===== src/rtl/acc_alu8_pkg.sv =====
package acc_alu8_pkg;

  localparam int DATA_W = 8;
  localparam int NIB_W  = DATA_W / 2;
  localparam int OP_W   = 4;

  localparam int FLAG_N = 7;
  localparam int FLAG_V = 6;
  localparam int FLAG_D = 3;
  localparam int FLAG_Z = 1;
  localparam int FLAG_C = 0;

  localparam logic [OP_W-1:0] SEL_ADD = 4'd0;
  localparam logic [OP_W-1:0] SEL_SUB = 4'd1;
  localparam logic [OP_W-1:0] SEL_OR  = 4'd2;
  localparam logic [OP_W-1:0] SEL_AND = 4'd3;
  localparam logic [OP_W-1:0] SEL_XOR = 4'd4;
  localparam logic [OP_W-1:0] SEL_SHL = 4'd5;
  localparam logic [OP_W-1:0] SEL_SHR = 4'd6;
  localparam logic [OP_W-1:0] SEL_ROL = 4'd7;
  localparam logic [OP_W-1:0] SEL_ROR = 4'd8;
  localparam logic [OP_W-1:0] SEL_CMP = 4'd9;
  localparam logic [OP_W-1:0] SEL_BIT = 4'd10;
  localparam logic [OP_W-1:0] SEL_INC = 4'd11;
  localparam logic [OP_W-1:0] SEL_DEC = 4'd12;

  typedef enum logic [3:0] {
    FN_BINADD, FN_BINSUB, FN_BCDADD, FN_BCDSUB,
    FN_OR, FN_AND, FN_XOR,
    FN_SHL, FN_SHR, FN_ROL, FN_ROR,
    FN_CMP, FN_BIT, FN_INC, FN_DEC, FN_PASS
  } aluFn_e;

  typedef struct packed {
    aluFn_e fn;
    logic   updN;
    logic   updV;
    logic   updZ;
    logic   updC;
  } aluCtrl_t;

endpackage


===== src/rtl/acc_alu8_ctrl.sv =====
module acc_alu8_ctrl
  import acc_alu8_pkg::*;
(
  input  logic [OP_W-1:0] opSel,
  input  logic            decimalMode,
  output aluCtrl_t        ctrl
);

  always_comb begin
    ctrl = '{fn: FN_PASS, updN: 1'b0, updV: 1'b0, updZ: 1'b0, updC: 1'b0};
    case (opSel)
      SEL_ADD: begin
        if (decimalMode) ctrl = '{fn: FN_BCDADD, updN: 1'b0, updV: 1'b0, updZ: 1'b0, updC: 1'b1};
        else             ctrl = '{fn: FN_BINADD, updN: 1'b1, updV: 1'b1, updZ: 1'b1, updC: 1'b1};
      end
      SEL_SUB: begin
        if (decimalMode) ctrl = '{fn: FN_BCDSUB, updN: 1'b0, updV: 1'b0, updZ: 1'b0, updC: 1'b1};
        else             ctrl = '{fn: FN_BINSUB, updN: 1'b1, updV: 1'b1, updZ: 1'b1, updC: 1'b1};
      end
      SEL_OR:  ctrl = '{fn: FN_OR,  updN: 1'b1, updV: 1'b0, updZ: 1'b1, updC: 1'b0};
      SEL_AND: ctrl = '{fn: FN_AND, updN: 1'b1, updV: 1'b0, updZ: 1'b1, updC: 1'b0};
      SEL_XOR: ctrl = '{fn: FN_XOR, updN: 1'b1, updV: 1'b0, updZ: 1'b1, updC: 1'b0};
      SEL_SHL: ctrl = '{fn: FN_SHL, updN: 1'b1, updV: 1'b0, updZ: 1'b1, updC: 1'b1};
      SEL_SHR: ctrl = '{fn: FN_SHR, updN: 1'b1, updV: 1'b0, updZ: 1'b1, updC: 1'b1};
      SEL_ROL: ctrl = '{fn: FN_ROL, updN: 1'b1, updV: 1'b0, updZ: 1'b1, updC: 1'b1};
      SEL_ROR: ctrl = '{fn: FN_ROR, updN: 1'b1, updV: 1'b0, updZ: 1'b1, updC: 1'b1};
      SEL_CMP: ctrl = '{fn: FN_CMP, updN: 1'b1, updV: 1'b0, updZ: 1'b1, updC: 1'b1};
      SEL_BIT: ctrl = '{fn: FN_BIT, updN: 1'b1, updV: 1'b1, updZ: 1'b1, updC: 1'b0};
      SEL_INC: ctrl = '{fn: FN_INC, updN: 1'b1, updV: 1'b0, updZ: 1'b1, updC: 1'b0};
      SEL_DEC: ctrl = '{fn: FN_DEC, updN: 1'b1, updV: 1'b0, updZ: 1'b1, updC: 1'b0};
      default: ctrl = '{fn: FN_PASS, updN: 1'b0, updV: 1'b0, updZ: 1'b0, updC: 1'b0};
    endcase
  end

endmodule


===== src/rtl/acc_alu8_bcd.sv =====
module acc_alu8_bcd
  import acc_alu8_pkg::*;
(
  input  logic [DATA_W-1:0] bcdA,
  input  logic [DATA_W-1:0] bcdM,
  input  logic              carryIn,
  output logic [DATA_W-1:0] addRes,
  output logic              addCarry,
  output logic [DATA_W-1:0] subRes,
  output logic              subCarry
);

  logic [NIB_W+1:0] loSum, loSumFix, hiSum;
  logic [NIB_W:0]   loDiff, hiDiff;
  logic [NIB_W-1:0] loDiffFix, hiDiffFix;
  logic             loBorrow, hiBorrow;

  // add: low nibble corrected by +6 past nine, high nibble uncorrected
  always_comb begin
    loSum    = {2'b00, bcdA[NIB_W-1:0]} + {2'b00, bcdM[NIB_W-1:0]} + {{(NIB_W+1){1'b0}}, carryIn};
    loSumFix = (loSum > 6'd9) ? loSum + 6'd6 : loSum;
    hiSum    = {2'b00, bcdA[DATA_W-1:NIB_W]} + {2'b00, bcdM[DATA_W-1:NIB_W]}
             + {{(NIB_W+1){1'b0}}, (loSumFix > 6'd15)};
    addRes   = {hiSum[NIB_W-1:0], loSumFix[NIB_W-1:0]};
    addCarry = (hiSum > 6'd15);
  end

  // subtract: each nibble corrected by -6 when it borrows
  always_comb begin
    loDiff    = {1'b0, bcdA[NIB_W-1:0]} - {1'b0, bcdM[NIB_W-1:0]} - {{NIB_W{1'b0}}, ~carryIn};
    loBorrow  = loDiff[NIB_W];
    loDiffFix = loBorrow ? loDiff[NIB_W-1:0] - 4'd6 : loDiff[NIB_W-1:0];
    hiDiff    = {1'b0, bcdA[DATA_W-1:NIB_W]} - {1'b0, bcdM[DATA_W-1:NIB_W]} - {{NIB_W{1'b0}}, loBorrow};
    hiBorrow  = hiDiff[NIB_W];
    hiDiffFix = hiBorrow ? hiDiff[NIB_W-1:0] - 4'd6 : hiDiff[NIB_W-1:0];
    subRes    = {hiDiffFix, loDiffFix};
    subCarry  = ~hiBorrow;
  end

endmodule


===== src/rtl/acc_alu8_datapath.sv =====
module acc_alu8_datapath
  import acc_alu8_pkg::*;
(
  input  logic              clk,
  input  logic              rstN,
  input  aluCtrl_t          ctrl,
  input  logic [DATA_W-1:0] opA,
  input  logic [DATA_W-1:0] opM,
  input  logic [DATA_W-1:0] statusIn,
  output logic [DATA_W-1:0] resultQ,
  output logic [DATA_W-1:0] statusQ
);

  logic              cIn;
  logic [DATA_W:0]   addSum, subDiff, cmpDiff;
  logic [DATA_W-1:0] bcdAddRes, bcdSubRes;
  logic              bcdAddC, bcdSubC;
  logic [DATA_W-1:0] resNext, statusNext;
  logic              nCand, vCand, zCand, cCand;

  assign cIn = statusIn[FLAG_C];

  acc_alu8_bcd bcd_i (
    .bcdA(opA), .bcdM(opM), .carryIn(cIn),
    .addRes(bcdAddRes), .addCarry(bcdAddC),
    .subRes(bcdSubRes), .subCarry(bcdSubC)
  );

  always_comb begin
    addSum  = {1'b0, opA} + {1'b0, opM} + {{DATA_W{1'b0}}, cIn};
    subDiff = {1'b0, opA} - {1'b0, opM} - {{DATA_W{1'b0}}, ~cIn};
    cmpDiff = {1'b0, opA} - {1'b0, opM};
    resNext = opA;
    vCand   = statusIn[FLAG_V];
    cCand   = statusIn[FLAG_C];
    case (ctrl.fn)
      FN_BINADD: begin
        resNext = addSum[DATA_W-1:0];
        cCand   = addSum[DATA_W];
        vCand   = (opA[DATA_W-1] == opM[DATA_W-1]) && (addSum[DATA_W-1] != opA[DATA_W-1]);
      end
      FN_BINSUB: begin
        resNext = subDiff[DATA_W-1:0];
        cCand   = ~subDiff[DATA_W];
        vCand   = (opA[DATA_W-1] != opM[DATA_W-1]) && (subDiff[DATA_W-1] != opA[DATA_W-1]);
      end
      FN_BCDADD: begin resNext = bcdAddRes; cCand = bcdAddC; end
      FN_BCDSUB: begin resNext = bcdSubRes; cCand = bcdSubC; end
      FN_OR:     resNext = opA | opM;
      FN_AND:    resNext = opA & opM;
      FN_XOR:    resNext = opA ^ opM;
      FN_SHL:    begin resNext = {opA[DATA_W-2:0], 1'b0}; cCand = opA[DATA_W-1]; end
      FN_SHR:    begin resNext = {1'b0, opA[DATA_W-1:1]}; cCand = opA[0]; end
      FN_ROL:    begin resNext = {opA[DATA_W-2:0], cIn};  cCand = opA[DATA_W-1]; end
      FN_ROR:    begin resNext = {cIn, opA[DATA_W-1:1]};  cCand = opA[0]; end
      FN_INC:    resNext = opA + 1'b1;
      FN_DEC:    resNext = opA - 1'b1;
      default:   resNext = opA;
    endcase
    nCand = resNext[DATA_W-1];
    zCand = (resNext == '0);
    if (ctrl.fn == FN_CMP) begin
      nCand = cmpDiff[DATA_W-1];
      zCand = (cmpDiff[DATA_W-1:0] == '0);
      cCand = ~cmpDiff[DATA_W];
    end else if (ctrl.fn == FN_BIT) begin
      nCand = opM[DATA_W-1];
      vCand = opM[DATA_W-2];
      zCand = ((opA & opM) == '0);
    end
  end

  always_comb begin
    statusNext = statusIn;
    if (ctrl.updN) statusNext[FLAG_N] = nCand;
    if (ctrl.updV) statusNext[FLAG_V] = vCand;
    if (ctrl.updZ) statusNext[FLAG_Z] = zCand;
    if (ctrl.updC) statusNext[FLAG_C] = cCand;
  end

  always_ff @(posedge clk) begin
    if (!rstN) begin
      resultQ <= '0;
      statusQ <= '0;
    end else begin
      resultQ <= resNext;
      statusQ <= statusNext;
    end
  end

  AST_MID_BITS_PASS: assert property (@(posedge clk) disable iff (!rstN)
    $past(rstN) |-> statusQ[5:2] == $past(statusIn[5:2]));
  AST_BIT_COPIES_NV: assert property (@(posedge clk) disable iff (!rstN)
    ($past(rstN) && $past(ctrl.fn == FN_BIT)) |-> statusQ[7:6] == $past(opM[7:6]));
  AST_TEST_KEEPS_A: assert property (@(posedge clk) disable iff (!rstN)
    ($past(rstN) && $past(ctrl.fn == FN_CMP || ctrl.fn == FN_BIT)) |-> resultQ == $past(opA));
  AST_INC_WRAPS: assert property (@(posedge clk) disable iff (!rstN)
    ($past(rstN) && $past(ctrl.fn == FN_INC)) |-> resultQ == DATA_W'($past(opA) + 1'b1));
  AST_LOGIC_ZERO: assert property (@(posedge clk) disable iff (!rstN)
    ($past(rstN) && $past(ctrl.fn == FN_AND || ctrl.fn == FN_OR || ctrl.fn == FN_XOR))
    |-> statusQ[FLAG_Z] == (resultQ == '0));
  AST_BCD_KEEPS_NVZ: assert property (@(posedge clk) disable iff (!rstN)
    ($past(rstN) && $past(ctrl.fn == FN_BCDADD || ctrl.fn == FN_BCDSUB))
    |-> (statusQ[7:6] == $past(statusIn[7:6]) && statusQ[FLAG_Z] == $past(statusIn[FLAG_Z])));

endmodule


===== src/rtl/acc_alu8.sv =====
module acc_alu8
  import acc_alu8_pkg::*;
(
  input  logic              clk,
  input  logic              rstN,
  input  logic [OP_W-1:0]   opSel,
  input  logic [DATA_W-1:0] opA,
  input  logic [DATA_W-1:0] opM,
  input  logic [DATA_W-1:0] statusIn,
  output logic [DATA_W-1:0] result,
  output logic [DATA_W-1:0] statusOut
);

  aluCtrl_t ctrl;

  acc_alu8_ctrl ctrl_i (
    .opSel(opSel),
    .decimalMode(statusIn[FLAG_D]),
    .ctrl(ctrl)
  );

  acc_alu8_datapath dp_i (
    .clk(clk), .rstN(rstN), .ctrl(ctrl),
    .opA(opA), .opM(opM), .statusIn(statusIn),
    .resultQ(result), .statusQ(statusOut)
  );

endmodule


===== config.mk =====
export PLATFORM = sky130hd
export DESIGN_NAME = acc_alu8
export DESIGN_NICKNAME = d
export VERILOG_FILES = /design/src/rtl/acc_alu8_pkg.sv /design/src/rtl/acc_alu8_ctrl.sv /design/src/rtl/acc_alu8_bcd.sv /design/src/rtl/acc_alu8_datapath.sv /design/src/rtl/acc_alu8.sv
export SDC_FILE = /design/constraint.sdc
export NUM_CORES = 1
export LEC_CHECK = 0
export BUFFER_PORTS_ARGS = -buffer_cell sky130_fd_sc_hd__clkbuf_2
export CORE_MARGIN = 2
export CORE_UTILIZATION = 40
export DETAILED_ROUTE_END_ITERATION = 6
export PLACE_DENSITY = 0.61
export SLEW_MARGIN = 10
export SYNTH_ARGS = -nofsm -noshare
export SYNTH_HDL_FRONTEND = slang
export SYNTH_SLANG_ARGS = --single-unit

===== constraint.sdc =====
create_clock -name clk -period 8.75 [get_ports clk]
set_input_delay 1.3125 -clock clk [delete_from_list [all_inputs] [get_ports clk]]
set_output_delay 1.3125 -clock clk [all_outputs]
set_load 0.02 [all_outputs]

# Yosys cells after proc, flatten, opt, wreduce, memory -nomap -nowiden
# Index checks and enable logic that the tools add are counted.
# classes
n_addsub	17
n_lt_le_gt_ge	3
n_eq_ne	30
mux	20
n_bitwise	7
reduce_logical	9
# ops
op	n
$pmux W8 S13	2
$eq A4 B4 Y1 const B	12
$eq A4 B3 Y1 const B	8
$logic_not A8 Y1	3
$gt A6 B4 Y1 const B	3
$mux W6	3
$eq A4 B2 Y1 const B	4
$mux W1	11
$add A4 B4 Y5	2
$sub A4 B4 Y5	2
$sub A5 B1 Y5	2
$add A8 B8 Y9	1
$add A9 B1 Y9	1
$sub A8 B8 Y9	1
$sub A9 B1 Y9	1
$add A8 B1 Y8 const B	1
$and A8 B8 Y8	1
$eq A4 B1 Y1 const B	2
$logic_not A4 Y1	2
$mux W4	2
$or A8 B8 Y8	1
$sub A4 B3 Y4 const B	2
$sub A8 B1 Y8 const B	1
$xor A8 B8 Y8	1
10 further kinds	17
# totals
ff_bits	16
input_bits	30
output_inout_bits	16
elab_cells	88

# Longest topological paths before layout
# depth
ltp_word	11
depth_mapped	24
mapped_depth_nobuf	24

# Hierarchy
# Synthesis repeated with hierarchy kept, for this count alone.
# hier_totals
cells_unflattened	541
area_unflattened_um2	4195.3
# modules_own_cells
mod	instances	cells_each	area_each_um2	seq_area_each_um2
acc_alu8_datapath	1	407	3086.7	320.3
acc_alu8_bcd	1	115	972.2	0.0
acc_alu8_ctrl	1	19	136.4	0.0

# Worst setup path before layout
# Ideal clock, no wire load.
# synth_path
path_type	input -> register
start	input port opA[0]
end	register dp_i.statusQ[1]
setup_ps	96
t_arrival_ps	6123
required_ps	8654
setup_slack_ps	2531
path_stages	23
path_buffers	0
cell_sequence	inv_1 fa_1 inv_1 ha_1 nor2_1 fa_1 nand2b_1 a21oi_1 xnor2_1 inv_1 fa_1 inv_1 ha_1 or2_2 fa_1 o21ai_0 o2bb2ai_1 mux2i_1 o221ai_1 a21oi_1 a21oi_1 or4_4 o41ai_2
# synth_via
elab_chain_cells	11
elab_cells_between_ends	30
cone_classes	15 x add/sub; 2 x order compare; 7 x mux; 3 x bitwise; 3 x reduce/logical
# synth_rtl
item	line	text
start, declared	acc_alu8.sv:7	input logic [DATA_W-1:0] opA,
$add A4 B4 Y5	acc_alu8_bcd.sv:20	loSum = {2'b00, bcdA[NIB_W-1:0]} + {2'b00, bcdM[NIB_W-1:0]} + {{(NIB_W+1){1'b0}}, carryIn};
$add A6 B1 Y6	acc_alu8_bcd.sv:20	
$add A6 B3 Y6 or $gt A6 B4 Y1 (tied branches)	acc_alu8_bcd.sv:21	loSumFix = (loSum > 6'd9) ? loSum + 6'd6 : loSum;
$mux W6	acc_alu8_bcd.sv:21	
$gt A6 B4 Y1	acc_alu8_bcd.sv:23	+ {{(NIB_W+1){1'b0}}, (loSumFix > 6'd15)};
$add A5 B1 Y6	acc_alu8_bcd.sv:23	
$pmux W8 S13	acc_alu8_datapath.sv:36	case (ctrl.fn)
$logic_not A8 Y1	acc_alu8_datapath.sv:61	zCand = (resNext == '0);
$mux W1	acc_alu8_datapath.sv:66	end else if (ctrl.fn == FN_BIT) begin
$mux W1 *	acc_alu8_datapath.sv:62	if (ctrl.fn == FN_CMP) begin
$mux W1 *	acc_alu8_datapath.sv:77	if (ctrl.updZ) statusNext[FLAG_Z] = zCand;
end signal, assigned	acc_alu8_datapath.sv:87	statusQ <= statusNext;
end, declared	acc_alu8_datapath.sv:11	output logic [DATA_W-1:0] statusQ
# Every way passes the cells marked *; elsewhere a longest branch is shown, timed or not.
# A chain may end at the register's enable or synchronous reset.

# Worst setup path after layout
# Ends and elaborated chain as after synthesis.

==> metrics.cfg <==
[route]
via_count=4214
antenna_left=0
wire_per_inst_um=19.5
drt_iter0_markers=385
route.detailed.drc=0
via_per_inst=6.14
dr.pass1.iters=5
routed_wl_um=13400

[placement]
dpl.hpwl_um=10600
post-place-cells=683
gp_congestion=0.996
io_buffer_count=45

[grt]
grt_pass1_wl_um=20900
track_usage=0.255
grt_pass1_vias=3894
grt-ovfl-total=0
grt_antenna_before_repair=0
grt_start_max_net_pins=37

[worst_setup_path]
worstPathArrival_ns=6.99
cp-end-kind=flip-flop
cp-start-kind=primary input
cp_max_fo=9
worstPathRequired_ns=8.89
crit_type=in2reg

[clocking]
cts.sinks=16
clk_path_buf_depth=2
cts_setup_buffers=0
root_buffer=clkbuf_8
h-tree-depth=1
cts.repair.resized=0
clkTransAtPathRegs_ns=0.05
cts-buffers-inserted=3
cts_tree=built
cts_hold_buf=0

[power]
leakagePower_nw=1.85
powerDensity_nw_per_um2=108
ir_drop_v=0.0000591

[sta]
fin_crit_sh=0.783
tns_ns=0
rsz0062_at_grt=false
hold_viol_final=0
slew_viol_final=0
fin_crit_ns=6.85
max_freq_ghz=0.146
worst_pin_slew_ns=1.10
maxSlewHeadroom=0.258
finalSetupViolations=0

[die]
io_pins=46
initial_core_util=0.406
rows=36
coreArea_um2=9640
dieArea_um2=10600
dieHeight_um=103
die_w_um=103

[synth]
avgSynthCellArea_um2=7.43
synth_edf_count=0
synth_cell_types=79
netlist_area_um2=3910
yosysSeqAreaShare=0.0819
synth_seq_cells=16
synth_nets=616
ys.flop_type=dfxtp_1
synth_cells=526
synthArstFlopShare=0
yosys_warnings=0
synth_top_cell_area_share=0.157
synthTopCellsByArea=ha_1 (16%), dfxtp_1 (8.2%), fa_1 (5.6%)
yosysTopAreaCell=ha_1

[run]
maxCapViolations=0

[worst_hold_path]
holdCritPathClass=in2reg
min_to=dp_i.statusQ[4]
whs_path_depth=2
min-delay-start=statusIn[4]

[final_layout]
area_delta_synth_final_pct=8.48
drive_gt1_frac=0.127
fin_nets=645
layout.cells.non_filler=686
insertedDiodeCount=0
nFillCells=1023

[outcome]
outcome=finished clean

-- layout by cell type (no fill, tap or decap), types with 8 or more instances in the layout --
cell / Yosys / routed
nand3_1: 12 / 12
nand2_1: 28 / 28
o22ai_1: 11 / 11
xor2_1: 8 / 8
ha_1: 49 / 49
a21oi_1: 32 / 32
dfxtp_1: 16 / 16
inv_1: 45 / 45
nor2b_1: 11 / 11
nor2_1: 46 / 46
o21ai_0: 36 / 36
fa_1: 11 / 11
xnor2_1: 25 / 25
a31oi_1: 8 / 8
and2_1: 13 / 13
nand2b_1: 10 / 10
nor3_1: 21 / 21
clkbuf_2: 0 / 45
a211oi_1: 8 / 8
-- layer usage --
| layer | share of wire | global-route usage |
|---|---|---|
| met4 | 0.037 | 0.0911 |
| met1 | 0.44 | 0.363 |
| met2 | 0.45 | 0.409 |
| met3 | 0.074 | 0.0156 |
| met5 | 0 | 0 |
-- worst max path at each step --
stage | start | end | slack, ns | cells after the start
final | opA[0] | dp_i.statusQ[1] | 1.90 | 24
after global routing | opA[0] | dp_i.statusQ[1] | 1.57 | 24
after CTS | opA[0] | dp_i.statusQ[1] | 1.99 | 24
after detailed placement | opA[0] | dp_i.statusQ[1] | 1.73 | 24
after global placement | opA[0] | dp_i.statusQ[1] | 1.92 | 24
after floorplan | opA[0] | dp_i.statusQ[1] | 2.53 | 23
-- stage by stage --
| stage | worst slack (ns) | area, um^2 | total power, W | utilization | hold slack [ns] |
|---|---|---|---|---|---|
| 3_3_place_gp | 1.92 | 4200 | 0.000400 | 0.436 | 1.52 |
| 2_1_floorplan | 2.53 | 3910 | 0.000320 | - | 1.44 |
| 6_report | 1.90 | 4240 | 0.000460 | 0.440 | 1.28 |
| 5_1_grt | 1.57 | 4240 | 0.000497 | 0.440 | 1.28 |
| 3_5_place_dp | 1.73 | 4200 | 0.000404 | 0.436 | 1.52 |
| 4_1_cts | 1.99 | 4240 | 0.000457 | 0.440 | 1.27 |
-- cell families after synthesis --
group,synth area share
and+or+nand+nor,0.237
AOI/OAI and AO/OA,0.296
buffers and inverters,0.0701
adders and majority gates,0.213
xor gates and xnor gates,0.0906
DFF,0.0819
muxes,0.0115
-- cell type report --
| cell class | instances | area, um^2 | area share |
|---|---|---|---|
| clock buffer | 3 | 41.3 | 0.00973 |
| sequential | 16 | 320 | 0.0755 |
| multi-input combinational | 443 | 3320 | 0.782 |
| timing repair buffer | 45 | 225 | 0.0531 |
| tap | 133 | 166 | 0.0392 |
| inverter | 46 | 173 | 0.0407 |
-- critical path: stages --
cell and delay, ns:
clkbuf_2 0.23, inv_1 0.17, fa_1 0.55, inv_1 0.10, ha_1 0.15, nor2_1 0.06, fa_1 0.39, nand2b_1 0.09
a21oi_1 0.07, xnor2_1 0.34, inv_1 0.17, fa_1 0.53, inv_1 0.05, ha_1 0.16, or2_2 0.31, fa_1 0.43
o21ai_0 0.17, o2bb2ai_1 0.24, xnor2_1 0.19, o211ai_1 0.13, a211oi_1 0.28, a31oi_1 0.20, or4_4 0.45, o41ai_2 0.21
-- registers in the layout (all words and copies together), names as in the netlist --
| register | cells |
|---|---|
| dp_i.resultQ | 8 |
| dp_i.statusQ | 8 |
-- cell usage after synthesis (4+ instances only) --
cell and count:
o32ai_1 5, a21oi_1 32, nand2_1 28, o31ai_1 6, ha_1 49, nor2b_1 11
o22ai_1 11, nor3_1 21, nor2_1 46, fa_1 11, nand2b_1 10, dfxtp_1 16
xnor2_1 25, nor4_1 5, a211oi_1 8, o211ai_1 6, clkbuf_1 9, and2_1 13
a31oi_1 8, buf_2 9, o21ai_0 36, a21o_1 4, inv_1 45, nand3_1 12
xor2_1 8, nor3b_1 6
-- report_power, final --
part	internal, W	total, W	switching, W
registers	0.0000794	0.0000808	0.00000143
clock network	0.0000304	0.0000509	0.0000205
logic	0.000126	0.000328	0.000202
Power figures use the tool's default switching activity.
